## config.mk

```make
export PLATFORM = sky130hd
export DESIGN_NAME = opc_frontend
export DESIGN_NICKNAME = d
export VERILOG_FILES = /design/src/rtl/opc_fe_pkg.sv /design/src/rtl/opc_fe_classify.sv /design/src/rtl/opc_fe_lencnt.sv /design/src/rtl/opc_fe_ctx.sv /design/src/rtl/opc_frontend.sv
export SDC_FILE = /design/constraint.sdc
export NUM_CORES = 1
export LEC_CHECK = 0
export ABC_AREA = 0
export BUFFER_PORTS_ARGS = -buffer_cell sky130_fd_sc_hd__buf_4
export CORE_ASPECT_RATIO = 1.75
export CORE_UTILIZATION = 51
export CTS_CLUSTER_DIAMETER = 30
export DETAILED_ROUTE_END_ITERATION = 8
export PLACE_DENSITY = 0.86
export SETUP_SLACK_MARGIN = 0.2
export SLEW_MARGIN = 20
export SYNTH_ARGS = -nofsm -noshare
export SYNTH_HDL_FRONTEND = slang
export SYNTH_SLANG_ARGS = --single-unit
```

## constraint.sdc

```tcl
create_clock -name clk -period 1.66 [get_ports clk]
set_input_delay 0.083 -clock clk [delete_from_list [all_inputs] [get_ports clk]]
set_output_delay 0.083 -clock clk [all_outputs]
set_load 0.01 [all_outputs]
```

## src/rtl/opc_fe_pkg.sv

```systemverilog
package opc_fe_pkg;

    localparam logic [7:0] CODE_OPSZ  = 8'h66;
    localparam logic [7:0] CODE_ADSZ  = 8'h67;
    localparam logic [7:0] CODE_REPNE = 8'hF2;
    localparam logic [7:0] CODE_REPE  = 8'hF3;
    localparam logic [7:0] CODE_ESC   = 8'h0F;

    typedef enum logic [2:0] {
        BK_OPC,
        BK_OPSZ,
        BK_ADSZ,
        BK_REP,
        BK_SEG,
        BK_ESC
    } byte_kind_e;

    typedef enum logic [1:0] {
        REP_NONE = 2'd0,
        REP_NE   = 2'd1,
        REP_EQ   = 2'd2
    } rep_e;

    typedef enum logic [1:0] {
        SEG_ES = 2'd0,
        SEG_CS = 2'd1,
        SEG_SS = 2'd2,
        SEG_DS = 2'd3
    } seg_e;

    typedef enum logic [1:0] {
        ST_PREFIX,
        ST_ESCAPE,
        ST_EMIT,
        ST_FAULT
    } fe_state_e;

    typedef struct packed {
        logic [7:0] opcode;
        logic       esc;
        logic       op32;
        logic       ad32;
        rep_e       rep;
        seg_e       seg;
        logic       ovr;
    } rec_t;

    localparam rec_t REC_IDLE = '{
        opcode: 8'h00,
        esc:    1'b0,
        op32:   1'b0,
        ad32:   1'b0,
        rep:    REP_NONE,
        seg:    SEG_DS,
        ovr:    1'b0
    };

endpackage

```

## src/rtl/opc_fe_classify.sv

```systemverilog
module opc_fe_classify
    import opc_fe_pkg::*;
(
    input  logic [7:0] code_i,
    output byte_kind_e kind_o,
    output rep_e       rep_sel_o,
    output seg_e       seg_sel_o
);

    logic is_seg;

    // Segment overrides share the pattern 001ss110; ss picks the segment.
    assign is_seg    = (code_i[7:5] == 3'b001) && (code_i[2:0] == 3'b110);
    assign seg_sel_o = seg_e'(code_i[4:3]);
    assign rep_sel_o = code_i[0] ? REP_EQ : REP_NE;

    always_comb begin
        if (is_seg) begin
            kind_o = BK_SEG;
        end else begin
            unique case (code_i)
                CODE_OPSZ:             kind_o = BK_OPSZ;
                CODE_ADSZ:             kind_o = BK_ADSZ;
                CODE_REPNE, CODE_REPE: kind_o = BK_REP;
                CODE_ESC:              kind_o = BK_ESC;
                default:               kind_o = BK_OPC;
            endcase
        end
    end

endmodule

```

## src/rtl/opc_fe_lencnt.sv

```systemverilog
module opc_fe_lencnt #(
    parameter int MAX_LEN = 15,
    parameter int CW      = $clog2(MAX_LEN + 1)
) (
    input  logic          clk,
    input  logic          rst_n,
    input  logic          inc_i,
    input  logic          clr_i,
    output logic [CW-1:0] count_o,
    output logic          last_slot_o
);

    localparam logic [CW-1:0] LAST_IDX = CW'(MAX_LEN - 1);

    logic [CW-1:0] count_q;

    always_ff @(posedge clk or negedge rst_n) begin
        if (!rst_n) begin
            count_q <= '0;
        end else if (clr_i) begin
            count_q <= '0;
        end else if (inc_i) begin
            count_q <= count_q + 1'b1;
        end
    end

    assign count_o     = count_q;
    // The byte being offered now would be the final one allowed.
    assign last_slot_o = (count_q == LAST_IDX);

endmodule

```

## src/rtl/opc_fe_ctx.sv

```systemverilog
module opc_fe_ctx
    import opc_fe_pkg::*;
(
    input  logic       clk,
    input  logic       rst_n,
    input  logic       clr_i,
    input  logic       take_pfx_i,
    input  logic       take_esc_i,
    input  logic       take_opc_i,
    input  byte_kind_e kind_i,
    input  rep_e       rep_sel_i,
    input  seg_e       seg_sel_i,
    input  logic [7:0] code_i,
    input  logic       mode32_i,
    output rec_t       rec_o
);

    rec_t rec_q;
    logic op_flip_q;
    logic ad_flip_q;

    always_ff @(posedge clk or negedge rst_n) begin
        if (!rst_n) begin
            rec_q     <= REC_IDLE;
            op_flip_q <= 1'b0;
            ad_flip_q <= 1'b0;
        end else if (clr_i) begin
            rec_q     <= REC_IDLE;
            op_flip_q <= 1'b0;
            ad_flip_q <= 1'b0;
        end else begin
            if (take_pfx_i) begin
                unique case (kind_i)
                    BK_OPSZ: op_flip_q <= 1'b1;
                    BK_ADSZ: ad_flip_q <= 1'b1;
                    BK_REP:  rec_q.rep <= rep_sel_i;
                    BK_SEG: begin
                        rec_q.seg <= seg_sel_i;
                        rec_q.ovr <= 1'b1;
                    end
                    default: ;
                endcase
            end
            if (take_esc_i) begin
                rec_q.esc <= 1'b1;
            end
            if (take_opc_i) begin
                rec_q.opcode <= code_i;
                rec_q.op32   <= mode32_i ^ op_flip_q;
                rec_q.ad32   <= mode32_i ^ ad_flip_q;
            end
        end
    end

    assign rec_o = rec_q;

endmodule

```

## src/rtl/opc_frontend.sv

```systemverilog
module opc_frontend
    import opc_fe_pkg::*;
#(
    parameter  int MAX_LEN = 15,
    localparam int LEN_W   = $clog2(MAX_LEN + 1)
) (
    input  logic             clk,
    input  logic             rst_n,
    input  logic             mode32_i,
    input  logic             byte_valid_i,
    input  logic [7:0]       byte_data_i,
    output logic             byte_ready_o,
    output logic             rec_valid_o,
    output logic [7:0]       rec_opcode_o,
    output logic             rec_escape_o,
    output logic             rec_op32_o,
    output logic             rec_ad32_o,
    output logic [1:0]       rec_rep_o,
    output logic [1:0]       rec_seg_o,
    output logic             rec_seg_ovr_o,
    output logic [LEN_W-1:0] rec_len_o,
    output logic             err_o
);

    fe_state_e  state_q, state_d;
    byte_kind_e kind;
    rep_e       rep_sel;
    seg_e       seg_sel;
    rec_t       rec;
    logic [LEN_W-1:0] count;
    logic       last_slot;
    logic       accept;
    logic       is_pfx;
    logic       need_more;
    logic       take_pfx, take_esc, take_opc;
    logic       clr_ctx;

    opc_fe_classify u_cls (
        .code_i    (byte_data_i),
        .kind_o    (kind),
        .rep_sel_o (rep_sel),
        .seg_sel_o (seg_sel)
    );

    opc_fe_lencnt #(
        .MAX_LEN (MAX_LEN),
        .CW      (LEN_W)
    ) u_len (
        .clk         (clk),
        .rst_n       (rst_n),
        .inc_i       (accept),
        .clr_i       (clr_ctx),
        .count_o     (count),
        .last_slot_o (last_slot)
    );

    opc_fe_ctx u_ctx (
        .clk        (clk),
        .rst_n      (rst_n),
        .clr_i      (clr_ctx),
        .take_pfx_i (take_pfx),
        .take_esc_i (take_esc),
        .take_opc_i (take_opc),
        .kind_i     (kind),
        .rep_sel_i  (rep_sel),
        .seg_sel_i  (seg_sel),
        .code_i     (byte_data_i),
        .mode32_i   (mode32_i),
        .rec_o      (rec)
    );

    assign accept    = byte_valid_i && byte_ready_o;
    assign is_pfx    = (kind == BK_OPSZ) || (kind == BK_ADSZ) ||
                       (kind == BK_REP)  || (kind == BK_SEG);
    assign need_more = is_pfx || (kind == BK_ESC);

    // State register
    always_ff @(posedge clk or negedge rst_n) begin
        if (!rst_n) begin
            state_q <= ST_PREFIX;
        end else begin
            state_q <= state_d;
        end
    end

    // Transitions
    always_comb begin
        state_d = state_q;
        unique case (state_q)
            ST_PREFIX: begin
                if (accept) begin
                    if (need_more && last_slot) begin
                        state_d = ST_FAULT;         // T_OVF
                    end else if (kind == BK_ESC) begin
                        state_d = ST_ESCAPE;        // T_ESC
                    end else if (!is_pfx) begin
                        state_d = ST_EMIT;          // T_OPC
                    end                             // T_PFX: stay
                end
            end
            ST_ESCAPE: begin
                if (accept) begin
                    state_d = ST_EMIT;              // T_ESC2
                end
            end
            ST_EMIT:  state_d = ST_PREFIX;          // T_EMIT
            ST_FAULT: state_d = ST_PREFIX;          // T_DROP
            default:  state_d = ST_PREFIX;
        endcase
    end

    // Outputs and per-state controls
    always_comb begin
        byte_ready_o = 1'b0;
        rec_valid_o  = 1'b0;
        err_o        = 1'b0;
        clr_ctx      = 1'b0;
        take_pfx     = 1'b0;
        take_esc     = 1'b0;
        take_opc     = 1'b0;
        unique case (state_q)
            ST_PREFIX: begin
                byte_ready_o = 1'b1;
                take_pfx     = accept && is_pfx && !last_slot;
                take_esc     = accept && (kind == BK_ESC) && !last_slot;
                take_opc     = accept && !need_more;
            end
            ST_ESCAPE: begin
                byte_ready_o = 1'b1;
                take_opc     = accept;
            end
            ST_EMIT: begin
                rec_valid_o = 1'b1;
                clr_ctx     = 1'b1;
            end
            ST_FAULT: begin
                err_o   = 1'b1;
                clr_ctx = 1'b1;
            end
            default: ;
        endcase
    end

    assign rec_opcode_o  = rec.opcode;
    assign rec_escape_o  = rec.esc;
    assign rec_op32_o    = rec.op32;
    assign rec_ad32_o    = rec.ad32;
    assign rec_rep_o     = rec.rep;
    assign rec_seg_o     = rec.seg;
    assign rec_seg_ovr_o = rec.ovr;
    assign rec_len_o     = count;

endmodule

```

======== After elaboration in Yosys (flattened, before gate mapping) ========
Cells that the tools add are included.
storage, ports and cells
  bits in registers ....................... 24
  bits in latches ......................... 0
  RAM bits ................................ 0
  memory bits (read-only) ................. 0
  input port bits ......................... 12
  output and inout port bits .............. 23
  word-level logic and storage cells ...... 95
  memories kept ........................... 0
operators by class
  $add $sub $neg .......................... 1
  multiply operators ...................... 0
  divide/modulo/power cells ............... 0
  magnitude comparators ................... 0
  equality and inequality tests ........... 19
  shift-type cells ........................ 0
  muxes and demuxes ....................... 31
  bitwise logic cells ..................... 2
  reduce and logical (&&, ||, !) cells .... 31
operator list
  operator             number
  $eq 8x7->1 const B   2
  $eq 8x8->1 const B   2
  $mux 16              1
  $mux 2               8
  $reduce_bool 2->1    8
  $mux 1               13
  $pmux 3 s4           1
  $eq 3x3->1 const B   3
  $eq 8x4->1 const B   1
  $logic_and 1x1->1    8
  $mux 4               2
  $mux 8               1
  $reduce_and 2->1     4
  $eq 3x1->1 const B   2
  $eq 3x2->1 const B   2
  $mux 3               2
  $pmux 2 s3           1
  $reduce_or 2->1      3
  $mux 5               1
  $add 4x1->4 const B  1
  $eq 2x2->1 const B   2
  $eq 4x4->1 const B   1
  $logic_or 1x1->1     4
  $ne 2x2->1 const B   2
  7 further kinds      9

======== Depth between registers and ports, before layout ========
Gate-level depths: netlist (run 1).
  depth after elaboration ................. 14
  depth in mapped cells ................... 6
  depth with buffers taken out ............ 6

======== Hierarchy ========
Synthesis (run 1) repeated with hierarchy kept, for this count alone.
second synthesis, totals
  cells, all modules ...................... 129
  area total of the unflattened synthesis .. 1317.5 µm²
by module, submodules not included
  module           instances  cells each  area each (µm²)  seq. area each (µm²)
  opc_fe_ctx       1          66          790.8            452.9
  opc_fe_lencnt    1          20          220.2            100.1
  opc_frontend     1          25          180.2            50.0
  opc_fe_classify  1          18          126.4            0.0

======== Worst setup path before layout (run 1) ========
Ideal clock, no wire load.
  path type ............................... flip-flop to flip-flop
  start ................................... register u_len.count_q[0] (netlist: u_len.count_o[0])
  end ..................................... register u_ctx.rec_q (netlist bit u_ctx.rec_o[1])
  setup time .............................. 0.075 ns
  data arrival time ....................... 1.448 ns
  required time ........................... 1.585 ns
  slack ................................... 0.137 ns
  stages on the path, launching flop included .. 7
  buffers on the path ..................... 0
  clock period less this slack ............ 1.523 ns
  path through ............................ dfrtp_1 > inv_1 > ha_1 > and3_1 > or2_4 > nor2_4 > mux2i_1
between the ends
  longest elaborated chain between the ends .. 6
RTL lines
  what                         line                 text
  from (decl)                  opc_fe_lencnt.sv:15  logic [CW-1:0] count_q;
  from (signal assigned)       opc_fe_lencnt.sv:23  count_q <= count_q + 1'b1;
  $eq 4x4->1                   opc_fe_lencnt.sv:29  assign last_slot_o = (count_q == LAST_IDX);
  $logic_not 1->1              opc_frontend.sv:124  take_pfx = accept && is_pfx && !last_slot;
  $logic_and 1x1->1            opc_frontend.sv:124
  $mux 1                       opc_frontend.sv:121  unique case (state_q)
  $reduce_bool 2->1 (no line)  -
  $reduce_and 2->1 (no line)   -
  to (decl)                    opc_fe_ctx.sv:18     rec_t rec_q;
No other way between the ends.
A chain may end at the register's enable or synchronous reset.

======== Final worst setup path (run 1) ========
  start ................................... register state_q[1]
  end ..................................... register u_ctx.rec_q (netlist bit u_ctx.rec_o[7])
between the ends
  longest elaborated chain between the ends .. 8
  elaborated cells on any way between the ends .. 14
  those cells by class .................... 3 x eq/ne; 4 x mux; 7 x reduce/logical
RTL lines
  what                                           line                 text
  from (decl)                                    opc_frontend.sv:25   fe_state_e state_q, state_d;
  from (signal assigned)                         opc_frontend.sv:82   state_q <= state_d;
  $eq 2x1->1 or $logic_not 2->1 (tied branches)  opc_frontend.sv:121
  $reduce_or 2->1 (no line)                      -
  $mux 1                                         opc_frontend.sv:121
  $logic_and 1x1->1                              opc_frontend.sv:72   assign accept = byte_valid_i && byte_ready_o;
  $logic_and 1x1->1 (2 in a row)                 opc_frontend.sv:125  take_esc = accept && (kind == BK_ESC) && !last_slot;
  $mux 1                                         opc_frontend.sv:121
  $reduce_bool 2->1 (no line)                    -
Several ways; a longest one is shown, not always the timed one.

==> results_dict.tcl, run 1 <==
set metrics [dict create \
    syn_to_final_growth_pct 31.2 \
    grtUsageMet3_pct 5.13 \
    worst_setup_path_end_kind "flip-flop" \
    ys.flop_type "dfrtp_1" \
    r2r_start "state_q[1]" \
    first_global_vias 1073 \
    fin_crit_sh_pct 91.1 \
    cts_htree_levels 1 \
    seq_power_share_pct 47.6 \
    total_power_mw 1.39 \
    p_int_mw 0.982 \
    vias 1079 \
    clock_latency_ps 280 \
    hold_path_class "input pin to flip-flop" \
    worstSetupPathType "flip-flop to flip-flop" \
    cts_made_buffers 3 \
    place_congestion 0.782 \
    antenna_found_initial 0 \
    place_ws_ps 88.2 \
    dp.final_hpwl_mm 2.22 \
    clockPowerShare_pct 26.2 \
    clkTransAtPathRegs_ps 90 \
    wirelength_mm 3.17 \
    track_usage_pct 25.0 \
    vdd.ir_drop.worst_mv 0.666 \
    max_slew.worst_pin.slew_ps 376 \
    grt_use_met1_pct 26.0 \
    endpoint "u_ctx.rec_o[7]" \
    status "finished clean" \
    coreArea_um2 2460 \
    p_leak_nw 0.864 \
    crit_fanout 3 \
    comb_power_share_pct 26.1 \
    max_freq_mhz 661 \
    dieArea_um2 2820 \
    syn_nets 135 \
    hold_viol 0 \
    finalCriticalPeriod_ps 1510 \
    cts_num_sinks 24 \
    required_ps 1840 \
    min_from "byte_data_i[0]" \
    port_buffers 34 \
    power.density_nw_per_um2 800 \
    cts_buffer_depth 2 \
    cts-root-buf "clkbuf_8" \
    final_cell_mix "buf_4 (43), nand2_1 (21), dfrtp_1 (20)" \
    stdcell_count 191 \
    p_sw_mw 0.410 \
    drcViolationCount 0 \
    die_width_um 40.6 \
    r2r_cells 4 \
    synth_edf_count 0 \
    crit_start "state_q[1]" \
    synthArstFlopShare_pct 100 \
    ys_ff_latch 24 \
    yosysWarningCount 0 \
    cp-start-kind "flip-flop" \
    num_rows 24 \
    setup_slack_ps 148 \
    setup_viol 0 \
    rsz0062_at_grt "true" \
    overflow 0 \
    grt_pass1_wl_mm 4.77 \
    slew_headroom_pct 74.9 \
    maxCapViolCount 0 \
    netlist_instances 121 \
    grtUsageMet2_pct 42.3 \
    grt_max_degree 25 \
    swShare_pct 29.5 \
    slew_violations 0 \
    drive_gt1_share_pct 43.0 \
    syn_avg_cell_area_um2 11.0 \
    vias_per_cell 5.65 \
    ff2ff_setup_slack_ps 150 \
    die_h_um 69.5 \
    busiest_layer "met2" \
    netlist_area_um2 1330 \
    r2r_end "u_ctx.rec_o[7]" \
    drtIter0Drc 28 \
    firstDrtPassIters 4 \
    post_drt_wl_per_cell_um 16.6 \
    place_inst 179 \
    nNetsFinal 180 \
    antenna_left 0 \
    arrival_ps 1690 \
    synth_cell_types 38 \
    tns_ps 0 \
    diodes 0 \
    layout_commonest_cell "buf_4" \
    finClkSkew_ps 7.84 \
    ys_seq_area_share_pct 45.5 \
    io_pins 35 \
    cts_tree "done" \
    initial_utilization_pct 53.9 \
    fillCellCount 187 \
]
==> through the flow <==
step,util (%),cell area (um2),hold WS (ps)
6_report,70.7,1740,34.4
5_1_grt,70.7,1740,37.0
4_1_cts,68.6,1690,39.6
3_5_place_dp,65.3,1610,-2.03
3_3_place_gp,65.3,1610,-8.62
2_1_floorplan,-,1330,-213
==> registers in the layout, indices dropped and copies added, names as in the netlist <==
name and count:
state_q 2, u_ctx.ad_flip_q 1, u_ctx.op_flip_q 1, u_ctx.rec_o 16, u_len.count_o 4
==> worst min path at each step <==
| stage | endpoint | depth (start not counted) | slack [ps] |
|---|---|---|---|
| after global routing | u_ctx.rec_o[3] | 2 | 40 |
| after floorplan | state_q[0] | 0 | -210 |
| after detailed placement | u_ctx.rec_o[15] | 1 | -2 |
| after global placement | u_ctx.rec_o[14] | 1 | -9 |
| after CTS | u_ctx.rec_o[3] | 2 | 40 |
| final | u_ctx.rec_o[3] | 2 | 30 |
==> power groups by stage <==
stage / combinational [mW] / sequential [mW] / clock [mW]
after floorplan: 0.147 / 0.702 / 0
after global placement: 0.303 / 0.682 / 0
after detailed placement: 0.317 / 0.684 / 0
after CTS: 0.353 / 0.662 / 0.365
after global routing: 0.400 / 0.670 / 0.391
final: 0.364 / 0.663 / 0.365
==> cell families (layout without fill, tap and decap cells) <==
logic type      count (synthesis)  after routing  share of synthesized area (%)
fa+ha+maj                       2              2                           1.89
buf+inv                        13             57                           4.24
simple gates                   48             48                           21.3
compound gates                 16             16                           14.0
mux                            13             13                           9.81
flops                          24             24                           45.5
xor+xnor                        5              5                           3.30
==> critical path, stage by stage, from the launching register on <==
cell,delay (ps)
dfrtp_1,380
or3b_4,410
or2_4,280
buf_4,150
o32ai_2,200
==> cell usage after synthesis, types with 2 or more instances <==
| library cell | n | area (um2) |
|---|---|---|
| nor2_4 | 2 | 22.5 |
| a211oi_1 | 4 | 30.0 |
| clkbuf_1 | 2 | 7.51 |
| nand2_1 | 21 | 78.8 |
| o32ai_2 | 2 | 32.5 |
| dfstp_2 | 2 | 52.6 |
| xor2_1 | 4 | 35.0 |
| dfrtp_1 | 22 | 551 |
| inv_1 | 8 | 30.0 |
| mux2i_1 | 13 | 130 |
| ha_1 | 2 | 25.0 |
| nor2_1 | 11 | 41.3 |
| buf_4 | 2 | 15.0 |
| a21oi_1 | 2 | 10.0 |
==> routing by layer <==
layer	share of wire, %	wire length [um]	vias up
met5	0	0	-
met4	3.5	110	0
met3	4.7	149	9
met2	55	1760	40
met1	36	1150	530
li1	-	-	500
==> final cells by class <==
cell class,instances,area [um2],area share (%)
timing repair buffer,44,333,19.1
sequential,24,606,34.8
inverter,9,36.3,2.08
clock buffer,4,45.0,2.59
tap,26,32.5,1.87
multi-input combinational,84,688,39.5
==> timing repair <==
item / in CTS / in global routing
setup buffers: 3 / 4
cloned: 0 / 0
pin swaps: 1 / 4
resized for setup: 1 / 6
endpoints found under the hold margin: 24 / 0
endpoints found under the setup margin: 9 / 17
hold buffers: 1 / 0
No activity file was read; power rests on OpenSTA's default activity.
==> run 2, diff against run 1 <==
==> constraint.sdc (replaced) <==
create_clock -name clk -period 1.45 [get_ports clk]
set_input_delay 0.0725 -clock clk [delete_from_list [all_inputs] [get_ports clk]]
set_output_delay 0.0725 -clock clk [all_outputs]
set_load 0.005 [all_outputs]
==> run 2 against run 1 <==
The run now ends with negative setup slack left. Combinational power is 26% higher. Sequential share of layout area is 3.1 points lower. Core utilization is 6.8 points higher. Clock power is 12% higher. First-iteration DRC count is 25% lower. Count of clock-buffer cells in the layout stayed put. Largest power group unchanged. Highest routed layer unchanged. Worst hold slack better by 10 ps. Sequential power is 14% higher. Flip-flop and latch count stayed put. Final cell count is 6.3% higher. Via count is 7.5% higher.
==> results_dict.tcl, run 2 (same netlist as run 1, synthesis figures left out) <==
set metrics [dict create \
    track_usage_pct 26.3 \
    rsz0062_at_grt "true" \
    slew_headroom_pct 71.0 \
    arrival_ps 1760 \
    wl_met3_um 166 \
    drcViolationCount 0 \
    failed_checks "negative setup slack" \
    p_leak_nw 0.939 \
    port_buffers 34 \
    max_freq_mhz 639 \
    place_area_um2 1640 \
    cp-start-kind "flip-flop" \
    antenna_found_initial 0 \
    vias 1160 \
    cp_num_buf_inv 0 \
    largest_reg_flops 16 \
    coreArea_um2 2460 \
    worstSetupPathType "flip-flop to flip-flop" \
    final_cell_mix "buf_4 (48), dfrtp_1 (21), nand2_1 (20)" \
    place_inst 183 \
    drtIter0Drc 21 \
    io_pins 35 \
    setup_viol 7 \
    cts_tree "done" \
    first_global_vias 1139 \
    finalCriticalPeriod_ps 1570 \
    antenna_left 0 \
    max_slew.worst_pin.slew_ps 434 \
    hold_path_class "input pin to flip-flop" \
    critical-path-top-delay-family "simple AND/OR/NAND/NOR gates" \
    vdd.ir_drop.worst_mv 0.921 \
    fin_util_pct 77.5 \
    wirelength_mm 3.47 \
    r2r_start "state_q[1]" \
    cts-root-buf "clkbuf_8" \
    grt_max_degree 25 \
    finClkSkew_ps 4.03 \
    drive_gt1_share_pct 50.3 \
    initial_utilization_pct 53.9 \
    min_to "u_ctx.rec_o[3]" \
    overflow 0 \
    place_ws_ps -42.3 \
    path_cells "or3b_4 > or2_4 > nor2_4 > mux2i_1" \
    worst_setup_path_end_kind "flip-flop" \
    power.density_nw_per_um2 851 \
    layout_commonest_cell "buf_4" \
    crit_slowest_cell "dfrtp_1" \
    vias_per_cell 5.71 \
    diodes 0 \
    die_width_um 40.6 \
    min_from "byte_data_i[0]" \
    clkTransAtPathRegs_ps 80 \
    cts_num_sinks 24 \
    grt_pass1_wl_mm 5.12 \
    post_drt_wl_per_cell_um 17.1 \
    cts_buffer_depth 2 \
    max_stage_delay_ps 410 \
    maxCapViolCount 0 \
    hold_depth 2 \
    dp.final_hpwl_mm 2.22 \
    ff2ff_setup_slack_ps -120 \
    hold_viol 0 \
    r2r_cells 4 \
    syn_to_final_growth_pct 43.9 \
    place_congestion 0.794 \
    design_area_um2 1910 \
    tns_ps -427 \
    stdcell_count 203 \
    nNetsFinal 192 \
    required_ps 1640 \
    setup_slack_ps -115 \
    status "complete, but fails checks" \
    wl_met2_mm 1.98 \
    clock_latency_ps 270 \
    num_rows 24 \
    fin_crit_sh_pct 108 \
    cts_made_buffers 3 \
    slew_violations 0 \
    die_h_um 69.5 \
    firstDrtPassIters 4 \
    crit_fanout 3 \
    wl_met1_mm 1.25 \
    r2r_end "u_ctx.rec_o[2]" \
    cts_htree_levels 1 \
    routed.top_layer "met4" \
    dieArea_um2 2820 \
]
==> run 2: layout make-up <==
class	instances	area, um2
clock buffer	4	45.0
fill	167	554
inverter	9	46.3
multi-input combinational	84	727
sequential	24	604
tap	26	32.5
timing repair buffer	55	447
timing repair inverter	1	6.26
==> run 2: repair_timing <==
item / 4_1_cts / 5_1_grt
resized for setup: 12 / 13
hold buffers: 1 / 0
setup buffers: 8 / 6
setup endpoints to repair: 20 / 23
gates cloned: 1 / 0
hold endpoints to repair: 24 / 0
pin swaps: 7 / 5
==> run 2: how the worst max path moves through the flow <==
stage | endpoint | cells after the start | from
4_1_cts | u_ctx.rec_o[1] | 4 | state_q[1]
3_5_place_dp | u_ctx.rec_o[1] | 4 | state_q[1]
6_report | u_ctx.rec_o[2] | 4 | state_q[1]
2_1_floorplan | u_ctx.rec_o[1] | 4 | state_q[0]
5_1_grt | u_ctx.rec_o[2] | 4 | state_q[1]
3_3_place_gp | u_ctx.ad_flip_q | 7 | u_len.count_o[0]
==> run 2: per-layer routing <==
layer	vias to the layer above	track usage [%]
met3	9	7.37
met5	-	0
met4	0	9.63
met2	39	44.4
met1	586	29.0
li1	526	-
==> run 2: per-stage QoR <==
| step | hold WS [ps] | power, mW |
|---|---|---|
| finish | 44.8 | 1.62 |
| global route | 29.5 | 1.71 |
| CTS | 32.7 | 1.60 |
| detailed placement | -12.7 | 1.15 |
| global placement | -19.4 | 1.13 |
| floorplan | -223 | 0.949 |
==> run 2: report_power, final <==
part | total [mW] | leakage [nW] | internal, mW | switching, mW
Combinational | 0.457 | 0.605 | 0.240 | 0.216
Sequential | 0.759 | 0.311 | 0.723 | 0.0358
Clock | 0.408 | 0.0228 | 0.197 | 0.211
